**src/rtl/dbf_pkg.sv**
```systemverilog
package dbf_pkg;
  typedef enum logic [1:0] {
    DBF_PASS    = 2'b00,
    DBF_KEEP_LO = 2'b01,
    DBF_KEEP_HI = 2'b10,
    DBF_SCRUB   = 2'b11
  } dbf_mode_e;
endpackage

```
**src/rtl/dbf_sync.sv**
```systemverilog
module dbf_sync #(
  parameter int STAGES = 2
) (
  input  logic clk,
  input  logic rst_n,
  input  logic d,
  output logic q
);
  logic [STAGES-1:0] chain_q, chain_d;

  always_comb chain_d = {chain_q[STAGES-2:0], d};

  always_ff @(posedge clk or negedge rst_n) begin
    if (!rst_n) chain_q <= '0;
    else        chain_q <= chain_d;
  end

  assign q = chain_q[STAGES-1];
endmodule

```
**src/rtl/dbf_limit.sv**
```systemverilog
module dbf_limit #(
  parameter int CNT_W = 4,
  parameter int SH0   = 1,
  parameter int SH1   = 3,
  parameter int SH2   = 9,
  parameter int SH3   = 11,
  localparam int TMR_W = CNT_W + SH3
) (
  input  logic [CNT_W-1:0] count,
  input  logic [1:0]       unit_sel,
  output logic [TMR_W-1:0] limit
);
  logic [TMR_W-1:0] eff;

  always_comb begin
    eff = (count == '0) ? TMR_W'(1) : TMR_W'(count);
    unique case (unit_sel)
      2'b00:   limit = eff << SH0;
      2'b01:   limit = eff << SH1;
      2'b10:   limit = eff << SH2;
      default: limit = eff << SH3;
    endcase
  end
endmodule

```
**src/rtl/dbf_core.sv**
```systemverilog
module dbf_core
  import dbf_pkg::*;
#(
  parameter int TMR_W  = 15,
  parameter int STAGES = 2,
  localparam int WARM_W = $clog2(STAGES + 2)
) (
  input  logic             clk,
  input  logic             rst_n,
  input  logic             smp,
  input  dbf_mode_e        mode,
  input  logic [TMR_W-1:0] limit,
  output logic             level,
  output logic [TMR_W-1:0] run_cnt
);
  logic              lvl_q, lvl_d;
  logic [TMR_W-1:0]  cnt_q, cnt_d;
  logic [WARM_W-1:0] warm_q, warm_d;
  logic [TMR_W:0]    cnt_inc;
  logic              fast_dir;

  always_comb begin
    cnt_inc  = {1'b0, cnt_q} + (TMR_W+1)'(1);
    fast_dir = (mode == DBF_KEEP_LO && !smp) || (mode == DBF_KEEP_HI && smp);
    lvl_d    = lvl_q;
    cnt_d    = cnt_q;
    warm_d   = warm_q;
    if (warm_q <= WARM_W'(STAGES)) begin
      warm_d = warm_q + WARM_W'(1);
      lvl_d  = smp;
      cnt_d  = '0;
    end else if (mode == DBF_PASS || smp == lvl_q || fast_dir) begin
      lvl_d = smp;
      cnt_d = '0;
    end else if (cnt_inc >= {1'b0, limit}) begin
      lvl_d = smp;
      cnt_d = '0;
    end else begin
      cnt_d = cnt_inc[TMR_W-1:0];
    end
  end

  always_ff @(posedge clk or negedge rst_n) begin
    if (!rst_n) begin
      lvl_q  <= 1'b0;
      cnt_q  <= '0;
      warm_q <= '0;
    end else begin
      lvl_q  <= lvl_d;
      cnt_q  <= cnt_d;
      warm_q <= warm_d;
    end
  end

  assign level   = lvl_q;
  assign run_cnt = cnt_q;
endmodule

```
**src/rtl/pin_debounce.sv**
```systemverilog
module pin_debounce
  import dbf_pkg::*;
#(
  parameter int CNT_W  = 4,
  parameter int STAGES = 2,
  parameter int SH0    = 1,
  parameter int SH1    = 3,
  parameter int SH2    = 9,
  parameter int SH3    = 11,
  localparam int TMR_W = CNT_W + SH3
) (
  input  logic             clk_tick,
  input  logic             rst_tick_n,
  input  logic             pin_raw,
  input  logic [CNT_W-1:0] cfg_count,
  input  logic             cfg_unit_large,
  input  logic             cfg_unit_fine,
  input  logic [1:0]       cfg_mode,
  output logic             pin_level,
  output logic             filter_off
);
  logic [1:0]       rst_pipe;
  logic             rst_sync_n;
  logic             pin_smp;
  logic [TMR_W-1:0] limit;
  logic [TMR_W-1:0] run_cnt;
  dbf_mode_e        mode;

  always_ff @(posedge clk_tick or negedge rst_tick_n) begin
    if (!rst_tick_n) rst_pipe <= '0;
    else             rst_pipe <= {rst_pipe[0], 1'b1};
  end
  assign rst_sync_n = rst_pipe[1];

  assign mode       = dbf_mode_e'(cfg_mode);
  assign filter_off = (mode == DBF_PASS);

  dbf_sync #(.STAGES(STAGES)) u_sync (
    .clk(clk_tick), .rst_n(rst_sync_n), .d(pin_raw), .q(pin_smp)
  );

  dbf_limit #(.CNT_W(CNT_W), .SH0(SH0), .SH1(SH1), .SH2(SH2), .SH3(SH3)) u_limit (
    .count(cfg_count), .unit_sel({cfg_unit_large, cfg_unit_fine}), .limit(limit)
  );

  dbf_core #(.TMR_W(TMR_W), .STAGES(STAGES)) u_core (
    .clk(clk_tick), .rst_n(rst_sync_n), .smp(pin_smp), .mode(mode),
    .limit(limit), .level(pin_level), .run_cnt(run_cnt)
  );
endmodule

```
**config.mk**
```make
export PLATFORM = sky130hd
export DESIGN_NAME = pin_debounce
export DESIGN_NICKNAME = d
export VERILOG_FILES = /design/src/rtl/dbf_pkg.sv /design/src/rtl/dbf_sync.sv /design/src/rtl/dbf_limit.sv /design/src/rtl/dbf_core.sv /design/src/rtl/pin_debounce.sv
export SDC_FILE = /design/constraint.sdc
export NUM_CORES = 1
export LEC_CHECK = 0
export ABC_CLOCK_PERIOD_IN_PS = 1000
export BUFFER_PORTS_ARGS = -buffer_cell sky130_fd_sc_hd__buf_2
export CORE_MARGIN = 3
export CORE_UTILIZATION = 63
export DETAILED_ROUTE_END_ITERATION = 8
export PLACE_DENSITY = 0.84
export SYNTH_ARGS = -nofsm -noshare
export SYNTH_HDL_FRONTEND = slang
export SYNTH_SLANG_ARGS = --single-unit
```
**constraint.sdc**
```tcl
create_clock -name clk_tick -period 1 [get_ports clk_tick]
set_input_delay 0 -clock clk_tick [delete_from_list [all_inputs] [get_ports clk_tick]]
set_output_delay 0 -clock clk_tick [all_outputs]
set_load 0.005 [all_outputs]
```
==> results of run 1 <==
[kinds of logic after synthesis]
kind of cell | share of synthesized area
xor+xnor | 0.09195
simple gates | 0.2846
fa+ha+maj | 0.1226
compound gates | 0.05954
other cells | 0.002624
buf+inv | 0.02714
flops | 0.3853
mux | 0.02627
[per-stage QoR]
stage               worst slack [ns]  setup TNS (ns)
floorplan                     -1.745          -25.92
global placement              -1.794          -27.53
detailed placement            -1.923          -29.59
CTS                           -1.858          -28.72
[timing repair]
action                                 in CTS
endpoints found under the hold margin       3
hold buffers                                3
setup buffers                               5
setup endpoints to repair                  17
resized for setup                           8
pin swaps                                   8
==> run_results.csv, run 1 <==
group,metric,value,unit
logic_synthesis,post_synth_edffs,0,
clocking,clock_sinks,22,
floorplan,io-pin-count,13,
timing,timing.worst_endpoint.kind,"register input",
floorplan,rows,16,
placed_design,placement.io_buffers,12,
global_route,grt_max_degree,14,
logic_synthesis,async_set_reset_flop_share_out_of_synthesis,1.000,
logic_synthesis,yosysUniqueCellTypes,38,
floorplan,die_y,53.63,µm
outcome,toolErrorMsg,"[ERROR DPL-0038] Utilization greater than 100%, impossible to legalize",
logic_synthesis,syn-num-nets,166,
placed_design,place_inst,216,
timing,worst_setup_endpoint_after_the_global_route_repair_timing,"u_core.run_cnt[14]$_DFF_PN0_/D",
clocking,max-clock-path-buffers,2,
clocking,cts-htree-levels,1,
logic_synthesis,synthDominantCellAreaShare,0.3853,
logic_synthesis,synth_top_cell_by_area,"sky130_fd_sc_hd__dfrtp_1",
logic_synthesis,ys_warn_count,0,
logic_synthesis,synth.top_cells.by_count,"sky130_fd_sc_hd__dfrtp_1 (22), sky130_fd_sc_hd__nor2_1 (15), sky130_fd_sc_hd__ha_1 (14), sky130_fd_sc_hd__nand2_1 (9), sky130_fd_sc_hd__xor2_1 (8)",
placed_design,gp_congestion,0.9283,
placed_design,placed_cell_area,1822,µm²
logic_synthesis,yosys_register_bits,22,
floorplan,initial_utilization,0.6930,
logic_synthesis,synthesis.area,1429,µm²
clocking,cts_root_buf,"sky130_fd_sc_hd__clkbuf_4",
outcome,status,"did not finish",
logic_synthesis,syn_area_per_cell,10.13,µm²
floorplan,chipWidth,53.63,µm
logic_synthesis,number_of_instances_in_the_synthesized_netlist,141,
logic_synthesis,synth_most_common_cell,"sky130_fd_sc_hd__dfrtp_1",
logic_synthesis,synth_sequential_area_ratio,0.3853,
logic_synthesis,top_cells_by_area_synth,"sky130_fd_sc_hd__dfrtp_1 (39%), sky130_fd_sc_hd__ha_1 (12%), sky130_fd_sc_hd__xor2_1 (4.9%)",
clocking,cts_made_buffers,3,
outcome,failing_step,"global routing (5_1_grt)",
placed_design,place_hpwl,2.969,mm
logic_synthesis,synth_flop_cell,"sky130_fd_sc_hd__dfrtp_1",
==> run 2, diff against run 1 <==
--- a/config.mk
+++ b/config.mk
@@ -7,10 +7,10 @@
 export LEC_CHECK = 0
 export ABC_CLOCK_PERIOD_IN_PS = 1000
 export BUFFER_PORTS_ARGS = -buffer_cell sky130_fd_sc_hd__buf_2
-export CORE_MARGIN = 3
-export CORE_UTILIZATION = 63
+export CORE_AREA = 3 3 64 66
 export DETAILED_ROUTE_END_ITERATION = 8
-export PLACE_DENSITY = 0.84
+export DIE_AREA = 0 0 67 69
+export PLACE_DENSITY_LB_ADDON = 0.15
 export SYNTH_ARGS = -nofsm -noshare
 export SYNTH_HDL_FRONTEND = slang
 export SYNTH_SLANG_ARGS = --single-unit
==> run 2 against run 1 <==
Effect of this change: the flow now finishes, with violations (setup timing); area after synthesis stayed put; synthesized cell count stayed put.
==> run_results.csv, run 2 <==
group,metric,value,unit
logic_synthesis,synth_most_common_cell,"sky130_fd_sc_hd__dfrtp_1",
timing,timing_hold_violations_final,0,
logic_synthesis,synthDominantCellAreaShare,0.3853,
clocking,clk_transition_reported_paths,0.09,ns
power,worst_ir_drop_vdd,0.0006222,V
power,netSwitchingPower,504.4,µW
routing,drtPass1Iterations,4,
placed_design,place_hpwl,2.587,mm
finish,antennaDiodeCount,0,
floorplan,chipWidth,67,µm
outcome,violations_in_the_final_reports,"setup timing",
logic_synthesis,post_synth_edffs,0,
finish,final_layout_fill_cell_count,334,
clocking,tritoncts,"built",
finish,mostFrequentLayoutCell,"sky130_fd_sc_hd__buf_4",
routing,drt-wirelength-per-cell,13.21,µm
timing,fin_skew,0.01114,ns
run,max_cap_violations,0,
power,power_frac_comb,0.160,
floorplan,rows,22,
timing,maxClockFrequency,340.4,MHz
power,power.sequential.fraction,0.437,
finish,synthToLayoutAreaGrowth,45.80,%
critical_path,path_class,"reg2reg",
power,p_int,1.630,mW
logic_synthesis,synth_top_cell_by_area,"sky130_fd_sc_hd__dfrtp_1",
logic_synthesis,top_cells_by_area_synth,"sky130_fd_sc_hd__dfrtp_1 (39%), sky130_fd_sc_hd__ha_1 (12%), sky130_fd_sc_hd__xor2_1 (4.9%)",
logic_synthesis,synth.top_cells.by_count,"sky130_fd_sc_hd__dfrtp_1 (22), sky130_fd_sc_hd__nor2_1 (15), sky130_fd_sc_hd__ha_1 (14), sky130_fd_sc_hd__nand2_1 (9), sky130_fd_sc_hd__xor2_1 (8)",
power,netSwitchingFraction,0.2363,
power,p_clk_frac,0.404,
floorplan,io-pin-count,13,
logic_synthesis,yosys_register_bits,22,
global_route,grt_overflow_total,0,
routing,route.vias.total,1199,
critical_path,critical_path.max_fanout,5,
floorplan,initial_utilization,0.3933,
hold_path,min-delay-path-class,"in2async",
clocking,cts-htree-levels,1,
clocking,clkLatencyLatePin,0.28,ns
logic_synthesis,syn_area_per_cell,10.13,µm²
timing,hold_ws,0.04232,ns
logic_synthesis,ys_warn_count,0,
logic_synthesis,synth_flop_cell,"sky130_fd_sc_hd__dfrtp_1",
routing,drc,0,
global_route,groute.usage.overall,0.1529,
finish,nets,225,
clocking,cts_made_buffers,3,
global_route,first_global_vias,1232,
finish,layout-drive-gt1-share,0.4623,
routing,antenna_left,0,
routing,wirelength,3.263,mm
logic_synthesis,yosysUniqueCellTypes,38,
power,total_leakage_power,0.9877,nW
routing,viasPerCell,4.854,
logic_synthesis,async_set_reset_flop_share_out_of_synthesis,1.000,
critical_path,timing.critical_path.to_type,"register",
timing,setup_viol_count_final,17,
clocking,max-clock-path-buffers,2,
logic_synthesis,synth_sequential_area_ratio,0.3853,
floorplan,floorplan.die_area,4623,µm²
timing,setup_repair_after_global_routing_missed_its_margin,"true",
critical_path,worst-endpoint-required,1.16,ns
global_route,grt_pass1_wl,5.423,mm
critical_path,timing.critical_path.from_type,"register",
outcome,status,"finished, violations left",
routing,drt_iter0_markers,34,
finish,fin_util,0.5733,
global_route,grt_max_degree,14,
timing,period_share,2.938,
logic_synthesis,number_of_instances_in_the_synthesized_netlist,141,
floorplan,design.core.area,3633,µm²
clocking,clock_sinks,22,
timing,setup_ws,-1.938,ns
power,power-per-cell-area,1024,nW/µm²
critical_path,arrival,3.09,ns
timing,setup_tns,-29.56,ns
clocking,cts_root_buf,"sky130_fd_sc_hd__clkbuf_8",
placed_design,gp_congestion,0.8603,
finish,max_ffs_per_register,15,
timing,minimum_clock_period_after_layout,2.938,ns
logic_synthesis,synthesis.area,1429,µm²
logic_synthesis,syn-num-nets,166,
finish,most-common-layout-cells,"sky130_fd_sc_hd__buf_4 (39), sky130_fd_sc_hd__dfrtp_1 (22), sky130_fd_sc_hd__ha_1 (12), sky130_fd_sc_hd__buf_2 (12), sky130_fd_sc_hd__nor2_1 (10)",
global_route,initial_antenna_violation_count,0,
placed_design,placement.io_buffers,12,
floorplan,die_y,69,µm
timing,drv_slew,0,
run 2: cell counts after synthesis:
No cell type changed its count.
run 2: worst max-delay path, cell delays in order (launching register included):
cell	delay, ns
sky130_fd_sc_hd__dfrtp_1	0.44
sky130_fd_sc_hd__ha_4	0.16
sky130_fd_sc_hd__nand3_2	0.08
sky130_fd_sc_hd__or2_4	0.27
sky130_fd_sc_hd__nor2_4	0.11
sky130_fd_sc_hd__xor2_2	0.20
sky130_fd_sc_hd__ha_1	0.27
sky130_fd_sc_hd__a21o_1	0.17
sky130_fd_sc_hd__a221o_1	0.37
sky130_fd_sc_hd__a32oi_2	0.25
sky130_fd_sc_hd__nand4_4	0.17
sky130_fd_sc_hd__mux2_4	0.34
run 2: what timing repair did:
action	in CTS	in global routing
resized for setup	11	12
setup buffers	3	2
pin swaps	6	7
hold buffers	2	0
endpoints found under the hold margin	3	0
setup endpoints to repair	17	17
run 2: power groups by stage:
stage / sequential (mW) / clock, mW / combinational, mW
final: 0.932 / 0.862 / 0.341
after global placement: 0.949 / 0 / 0.279
after global routing: 0.936 / 0.901 / 0.376
after floorplan: 0.954 / 0 / 0.140
after CTS: 0.932 / 0.873 / 0.315
after detailed placement: 0.951 / 0 / 0.284
run 2: final timing paths:
kind / startpoint / endpoint / slack, ns / cells past startpoint
setup / recovery: u_core.run_cnt[0]$_DFF_PN0_ / u_core.level$_DFFE_PN0P_ / -1.94 / 11
hold / removal: rst_tick_n / rst_pipe[0]$_DFF_PN0_ / 0.04 / 2
setup reg to reg: u_core.run_cnt[0]$_DFF_PN0_ / u_core.level$_DFFE_PN0P_ / -1.94 / 11
hold reg to reg: rst_pipe[1]$_DFF_PN0_ / u_core.run_cnt[2]$_DFF_PN0_ / 0.14 / 0
max in group asynchronous: rst_pipe[1]$_DFF_PN0_ / u_core.run_cnt[8]$_DFF_PN0_ / 0.47 / 1
min in group clk_tick: cfg_mode[1] / filter_off / 0.23 / 3
run 2: metrics by stage:
stage               worst slack, ns  total power, mW  cells  cell area [µm²]
floorplan                    -1.745            1.094    141             1451
global placement             -1.917            1.228    236             1853
finish                       -1.938            2.134    247             2083
CTS                          -1.910            2.120    245             2013
detailed placement           -1.924            1.235    236             1853
global route                 -2.018            2.213    247             2083
run 2: per-layer routing:
layer | share of wire | global-route usage | up-vias
li1 | - | - | 601
met1 | 0.42 | 0.1795 | 581
met2 | 0.53 | 0.2642 | 10
met3 | 0.016 | 0.02932 | 7
met4 | 0.027 | 0.06306 | 0
met5 | 0 | 0 | -
run 2: logic make-up (layout without fill, tap and decap cells):
kind of cell | after synthesis | in the layout | synth area share
simple gates | 66 | 66 | 0.2846
flops | 22 | 22 | 0.3853
xor+xnor | 15 | 15 | 0.09195
fa+ha+maj | 14 | 14 | 0.1226
compound gates | 12 | 12 | 0.05954
buf+inv | 8 | 66 | 0.02714
mux | 3 | 3 | 0.02627
other cells | 1 | 1 | 0.002624
run 2: cell type report:
cell class,instances,area [µm²],share of cell area
Clock buffer,3,41.29,0.01982
Multi-Input combinational cell,111,944.7,0.4535
Inverter,4,15.01,0.007207
Timing Repair Buffer,58,441.7,0.2120
Tap cell,48,60.06,0.02883
Clock inverter,1,30.03,0.01441
Sequential cell,22,550.5,0.2643
(Power assumes the default switching activity.)
==> run 3, diff against run 2 <==
--- a/config.mk
+++ b/config.mk
@@ -10,7 +10,7 @@
 export CORE_AREA = 3 3 64 66
 export DETAILED_ROUTE_END_ITERATION = 8
 export DIE_AREA = 0 0 67 69
-export PLACE_DENSITY_LB_ADDON = 0.15
+export PLACE_DENSITY = 0.56
 export SYNTH_ARGS = -nofsm -noshare
 export SYNTH_HDL_FRONTEND = slang
 export SYNTH_SLANG_ARGS = --single-unit
==> run 3 against run 2 <==
Effect of this change: the run still ends with setup timing left; cell area is 2.2% lower; wire length shrank 2.2%; via count is 1.5% higher; largest cell class unchanged.
==> run_results.csv, run 3 (same netlist as run 2, synthesis figures left out) <==
group,metric,value,unit
outcome,status,"finished, violations left",
outcome,violations_in_the_final_reports,"setup timing",
critical_path,arrival,3.04,ns
clocking,clk_transition_reported_paths,0.08,ns
floorplan,design.core.area,3633,µm²
placed_design,place_hpwl,2.601,mm
critical_path,path_class,"reg2reg",
critical_path,reg2regPathDepth,11,
finish,mostFrequentLayoutCell,"sky130_fd_sc_hd__buf_4",
placed_design,placement.io_buffers,12,
critical_path,critPathLaunch,"u_core.run_cnt[0]$_DFF_PN0_",
routing,wirelength,3.192,mm
routing,route.vias.total,1217,
floorplan,chipWidth,67,µm
finish,most-common-layout-cells,"sky130_fd_sc_hd__buf_4 (41), sky130_fd_sc_hd__dfrtp_1 (22), sky130_fd_sc_hd__nor2_1 (12), sky130_fd_sc_hd__ha_1 (12), sky130_fd_sc_hd__buf_2 (12)",
power,power.sequential.fraction,0.447,
clocking,clkLatencyLatePin,0.26,ns
global_route,initial_antenna_violation_count,0,
floorplan,die_y,69,µm
timing,fin_skew,0.004491,ns
routing,drc,0,
power,worst_ir_drop_vdd,0.0005544,V
critical_path,critical_path.max_fanout,5,
power,total_leakage_power,0.9872,nW
hold_path,min-delay-path-class,"in2async",
timing,maxClockFrequency,346.5,MHz
run,max_cap_violations,0,
timing,setup_ws,-1.886,ns
timing,drv_slew,0,
power,netSwitchingFraction,0.2225,
timing,setup_repair_after_global_routing_missed_its_margin,"true",
timing,setup_viol_count_final,18,
critical_path,r2r_slack,-1.89,ns
routing,drt-wirelength-per-cell,12.87,µm
finish,final_layout_fill_cell_count,339,
placed_design,post_placement_setup_slack,-1.955,ns
timing,minimum_clock_period_after_layout,2.886,ns
finish,fin_util,0.5610,
routing,drtPass1Iterations,4,
finish,nets,226,
timing,period_share,2.886,
critical_path,crit_path_cell_trace,"ha_4 -> nand3_2 -> or2_4 -> nor2_2 -> xor2_1 -> ha_1 -> a21o_1 -> a221o_1 -> a32oi_2 -> nand4_4 -> mux2_4",
critical_path,critical_path.reg2reg.endpoint,"u_core.level$_DFFE_PN0P_",
critical_path,worst-endpoint-required,1.15,ns
global_route,grt_max_degree,14,
power,netSwitchingPower,463.8,µW
floorplan,io-pin-count,13,
critical_path,timing.critical_path.to_type,"register",
routing,viasPerCell,4.907,
power,total_power,2.084,mW
global_route,first_global_vias,1306,
routing,antenna_left,0,
floorplan,rows,22,
power,power-per-cell-area,1022,nW/µm²
critical_path,timing.critical_path.slowest_cell_delay,0.42,ns
placed_design,gp_congestion,0.8433,
power,power_frac_comb,0.155,
clocking,cts_made_buffers,3,
global_route,grt_overflow_total,0,
critical_path,worst_r2r_src,"u_core.run_cnt[0]$_DFF_PN0_",
power,p_clk_frac,0.398,
finish,antennaDiodeCount,0,
critical_path,timing.critical_path.from_type,"register",
power,p_int,1.620,mW
timing,timing_hold_violations_final,0,
global_route,groute.usage.overall,0.1534,
routing,drt_iter0_markers,50,
clocking,tritoncts,"built",
finish,layout-drive-gt1-share,0.4400,
clocking,clock_sinks,22,
finish,synthToLayoutAreaGrowth,42.64,%
floorplan,initial_utilization,0.3933,
clocking,max-clock-path-buffers,2,
clocking,cts_root_buf,"sky130_fd_sc_hd__clkbuf_8",
floorplan,floorplan.die_area,4623,µm²
critical_path,slowest_stage,"sky130_fd_sc_hd__dfrtp_1",
critical_path,endpoint,"u_core.level$_DFFE_PN0P_",
global_route,grt_pass1_wl,5.630,mm
clocking,cts-htree-levels,1,
finish,max_ffs_per_register,15,
==> run 3: changes by cell type in the layout (fill, tap and decap cells not counted), sizes merged <==
cell / delta
buf: +1
==> run 3: stage by stage <==
step                      hold slack [ns]  instances  TNS, ns  area [µm²]
after detailed placement          -0.2121        234   -29.63        1838
after global placement            -0.2154        234   -28.97        1838
after floorplan                   -0.2956        141   -25.92        1451
after CTS                         0.03528        244   -28.38        1992
after global routing              0.06198        248   -30.96        2038
final                             0.04617        248   -29.01        2038
==> run 3: worst min-delay path by stage <==
stage,slack (ns),end,cells after the start
after floorplan,-0.30,rst_pipe[0]$_DFF_PN0_,0
after CTS,0.04,rst_pipe[1]$_DFF_PN0_,2
after global placement,-0.22,rst_pipe[1]$_DFF_PN0_,1
after global routing,0.06,rst_pipe[1]$_DFF_PN0_,2
final,0.05,rst_pipe[1]$_DFF_PN0_,2
after detailed placement,-0.21,rst_pipe[1]$_DFF_PN0_,1
==> run 3: power by group through the flow <==
stage,Sequential (mW),Clock (mW),Combinational (mW)
3_5_place_dp,0.951,0,0.277
2_1_floorplan,0.954,0,0.140
3_3_place_gp,0.950,0,0.268
6_report,0.931,0.829,0.324
4_1_cts,0.931,0.857,0.309
5_1_grt,0.935,0.899,0.359
==> run 3: layout make-up <==
type	count	area, µm²	share of cell area
multi-input cells	111	899.6	0.4414
flip-flops and latches	22	550.5	0.2701
repair buffers	59	441.7	0.2167
well taps	48	60.06	0.02947
clock buffers	3	41.29	0.02026
clock inverters	1	30.03	0.01473
inverters	4	15.01	0.007366
==> run 3: critical path, delay by kind of cell (launching register included) <==
kind	cells	cell delay, ns
mux	1	0.34
compound gates	3	0.78
flops	1	0.42
fa+ha+maj	2	0.43
xor+xnor	1	0.19
simple gates	4	0.60
==> run 3: per-layer routing <==
metal,wire length [µm],vias to the layer above,part of all wire,track usage
met3,61,6,0.019,0.02117
met1,1392,595,0.44,0.1933
li1,-,601,-,-
met2,1694,15,0.53,0.2642
met4,42,0,0.013,0.04730
met5,0,-,0,0
==> run 3: what timing repair did <==
| item | CTS | global route |
|---|---|---|
| hold endpoints to repair | 3 | 0 |
| pin swaps | 7 | 7 |
| resized for setup | 8 | 5 |
| cloned | 0 | 0 |
| hold buffers | 2 | 0 |
| setup endpoints to repair | 17 | 17 |
| setup buffers | 5 | 4 |
==> run 4, diff against run 3 <==
--- a/config.mk
+++ b/config.mk
@@ -5,12 +5,15 @@
 export SDC_FILE = /design/constraint.sdc
 export NUM_CORES = 1
 export LEC_CHECK = 0
+export ABC_AREA = 1
 export ABC_CLOCK_PERIOD_IN_PS = 1000
 export BUFFER_PORTS_ARGS = -buffer_cell sky130_fd_sc_hd__buf_2
-export CORE_AREA = 3 3 64 66
+export CORE_MARGIN = 3
+export CORE_UTILIZATION = 40
 export DETAILED_ROUTE_END_ITERATION = 8
-export DIE_AREA = 0 0 67 69
-export PLACE_DENSITY = 0.56
+export GPL_ROUTABILITY_DRIVEN = 0
+export PLACE_DENSITY = 0.57
+export REMOVE_ABC_BUFFERS = 1
 export SYNTH_ARGS = -nofsm -noshare
 export SYNTH_HDL_FRONTEND = slang
 export SYNTH_SLANG_ARGS = --single-unit
==> run 4 against run 3 <==
Effect of this change: the flow still finishes with violations (setup timing); non-clock buffer count increased by 11; combinational power increased by 16%; clock power decreased by 22%; register-to-register slack improved by 0.27 ns; clock skew decreased by 0.0016 ns; fmax increased by 10%; cell count increased by 26%; critical path depth increased by 6; die area decreased by 0.49%; wire length increased by 17%; first-iteration DRC count decreased by 76%.
==> run_results.csv, run 4 <==
group,metric,value,unit
critical_path,worst-endpoint-required,1.16,ns
global_route,grt_overflow_total,0,
routing,antenna_left,0,
timing,setup_viol_count_final,16,
logic_synthesis,yosys_register_bits,22,
outcome,status,"finished, violations left",
global_route,initial_antenna_violation_count,0,
placed_design,placed_cell_area,1979,µm²
logic_synthesis,top_cells_by_area_synth,"sky130_fd_sc_hd__dfrtp_1 (36%), sky130_fd_sc_hd__nand2_1 (12%), sky130_fd_sc_hd__ha_1 (11%)",
clocking,cts-htree-levels,1,
logic_synthesis,synth_flop_cell,"sky130_fd_sc_hd__dfrtp_1",
finish,nets,292,
logic_synthesis,synth_most_common_cell,"sky130_fd_sc_hd__nand2_1",
finish,layout-drive-gt1-share,0.4361,
logic_synthesis,number_of_instances_in_the_synthesized_netlist,192,
clocking,clk_transition_reported_paths,0.08,ns
routing,drt-wirelength-per-cell,11.95,µm
critical_path,path_class,"reg2reg",
critical_path,crit_path_cell_trace,"ha_2 -> nand2_2 -> nor2_4 -> nand2_2 -> nor2_4 -> nand4_1 -> xor2_1 -> inv_1 -> ha_1 -> inv_1 -> o21ai_1 -> a21oi_1 -> nand2_1 -> a21oi_4 -> nand2_4 -> nand2_1 -> nand2_1",
logic_synthesis,ys_warn_count,0,
run,max_cap_violations,0,
floorplan,initial_utilization,0.4375,
power,worst_ir_drop_vdd,0.0007560,V
logic_synthesis,synthesis.area,1529,µm²
placed_design,post_placement_setup_slack,-1.732,ns
clocking,max-clock-path-buffers,2,
critical_path,timing.critical_path.from_type,"register",
routing,drt_iter0_markers,12,
critical_path,arrival,2.77,ns
clocking,clock_sinks,22,
outcome,violations_in_the_final_reports,"setup timing",
routing,wirelength,3.727,mm
clocking,tritoncts,"built",
clocking,cts_made_buffers,3,
global_route,grt_pass1_wl,6.486,mm
power,total_leakage_power,1.206,nW
logic_synthesis,yosysUniqueCellTypes,28,
placed_design,placement.io_buffers,12,
timing,setup_tns,-25.29,ns
floorplan,design.core.area,3495,µm²
finish,final_layout_fill_cell_count,295,
critical_path,slowest_stage,"sky130_fd_sc_hd__dfrtp_1",
logic_synthesis,synth_sequential_area_ratio,0.3601,
finish,synthToLayoutAreaGrowth,47.95,%
critical_path,critical_path.max_fanout,8,
timing,period_share,2.613,
logic_synthesis,synth.top_cells.by_count,"sky130_fd_sc_hd__nand2_1 (47), sky130_fd_sc_hd__inv_1 (38), sky130_fd_sc_hd__dfrtp_1 (22), sky130_fd_sc_hd__ha_1 (14), sky130_fd_sc_hd__nor2_1 (14)",
timing,maxClockFrequency,382.8,MHz
global_route,first_global_vias,1561,
clocking,clkLatencyLatePin,0.26,ns
logic_synthesis,post_synth_edffs,0,
hold_path,min-delay-path-class,"in2async",
routing,drc,0,
critical_path,crit_top_cell,"sky130_fd_sc_hd__nand2_1",
critical_path,critPathLaunch,"u_core.run_cnt[0]$_DFF_PN0_",
finish,finish.cell_count_without_fillers,312,
routing,route.vias.total,1427,
placed_design,place_inst,296,
timing,fin_skew,0.002935,ns
floorplan,chipWidth,67.83,µm
timing,minimum_clock_period_after_layout,2.613,ns
logic_synthesis,async_set_reset_flop_share_out_of_synthesis,1.000,
floorplan,die_y,67.83,µm
floorplan,io-pin-count,13,
timing,setup_repair_after_global_routing_missed_its_margin,"true",
timing,hold_ws,0.04052,ns
power,power-per-cell-area,858.8,nW/µm²
timing,timing_hold_violations_final,0,
finish,mostFrequentLayoutCell,"sky130_fd_sc_hd__buf_4",
logic_synthesis,synth_top_cell_by_area,"sky130_fd_sc_hd__dfrtp_1",
timing,drv_slew,0,
power,total_power,1.943,mW
timing,setup_ws,-1.613,ns
placed_design,place_hpwl,2.776,mm
global_route,grt_max_degree,21,
finish,max_ffs_per_register,15,
floorplan,rows,21,
finish,stdcell_area,2262,µm²
finish,most-common-layout-cells,"sky130_fd_sc_hd__buf_4 (55), sky130_fd_sc_hd__nand2_1 (44), sky130_fd_sc_hd__inv_1 (36)",
floorplan,floorplan.die_area,4600,µm²
critical_path,timing.critical_path.slowest_cell_delay,0.38,ns
critical_path,timing.critical_path.to_type,"register",
finish,antennaDiodeCount,0,
finish,fin_util,0.6473,
logic_synthesis,synthDominantCellAreaShare,0.3601,
routing,viasPerCell,4.574,
clocking,cts_root_buf,"sky130_fd_sc_hd__clkbuf_8",
global_route,groute.usage.overall,0.1872,
critical_path,worst_r2r_src,"u_core.run_cnt[0]$_DFF_PN0_",
logic_synthesis,syn_area_per_cell,7.963,µm²
routing,drtPass1Iterations,4,
## run 4: path summary, 6_finish.rpt
kind / endpoint / slack [ns] / cells after the start
min in group clk_tick: filter_off / 0.23 / 3
hold reg to reg: u_sync.chain_q[1]$_DFF_PN0_ / 0.21 / 1
max in group asynchronous: u_core.run_cnt[12]$_DFF_PN0_ / 0.59 / 1
setup / recovery: u_core.level$_DFFE_PN0P_ / -1.61 / 17
setup reg to reg: u_core.level$_DFFE_PN0P_ / -1.61 / 17
hold / removal: rst_pipe[0]$_DFF_PN0_ / 0.04 / 2
## run 4: cells by family (layout without fill, tap and decap cells)
| logic type | count (synthesis) | count (layout) | share of synthesized area |
|---|---|---|---|
| flip-flops | 22 | 22 | 0.3601 |
| AO/OA/AOI/OAI | 14 | 14 | 0.05647 |
| adder cells (fa/ha/maj) | 14 | 14 | 0.1146 |
| buffers and inverters | 40 | 113 | 0.1088 |
| XOR/XNOR | 10 | 10 | 0.05729 |
| AND/OR/NAND/NOR | 91 | 92 | 0.3003 |
| other | 1 | 1 | 0.002453 |
## run 4: cell type report
type,instances,area [µm²],area share
Clock buffer,4,55.05,0.02434
Inverter,39,146.4,0.06471
Sequential cell,22,550.5,0.2434
Tap cell,46,57.56,0.02544
Multi-Input combinational cell,131,948.4,0.4192
Timing Repair Buffer,70,504.2,0.2229
## run 4: per-layer routing
metal | wire [µm] | track usage | vias up
met1 | 1496 | 0.1918 | 666
met4 | 94 | 0.06700 | 0
met3 | 60 | 0.03941 | 10
li1 | - | - | 734
met5 | 0 | 0 | -
met2 | 2075 | 0.3682 | 17
## run 4: report_power, final
group	switching, mW	total [mW]	internal, mW
sequential	0.0124	0.922	0.909
clock	0.293	0.644	0.351
combinational	0.205	0.376	0.171
total	0.511	1.94	1.43
## run 4: worst max-delay path, delay by kind of cell (launching register included)
kind                     cells  cell delay (ns)
buffers and inverters        2             0.13
AO/OA/AOI/OAI                3             0.40
XOR/XNOR                     1             0.20
adder cells (fa/ha/maj)      2             0.52
flip-flops                   1             0.38
AND/OR/NAND/NOR              9             0.87
## run 4: timing repair
action | in CTS | in global routing
buffers inserted | 6 | 3
endpoints found under the hold margin | 3 | 0
pin swaps | 12 | 13
gates cloned | 1 | 0
resized for setup | 20 | 10
hold buffers | 2 | 0
setup endpoints to repair | 16 | 18
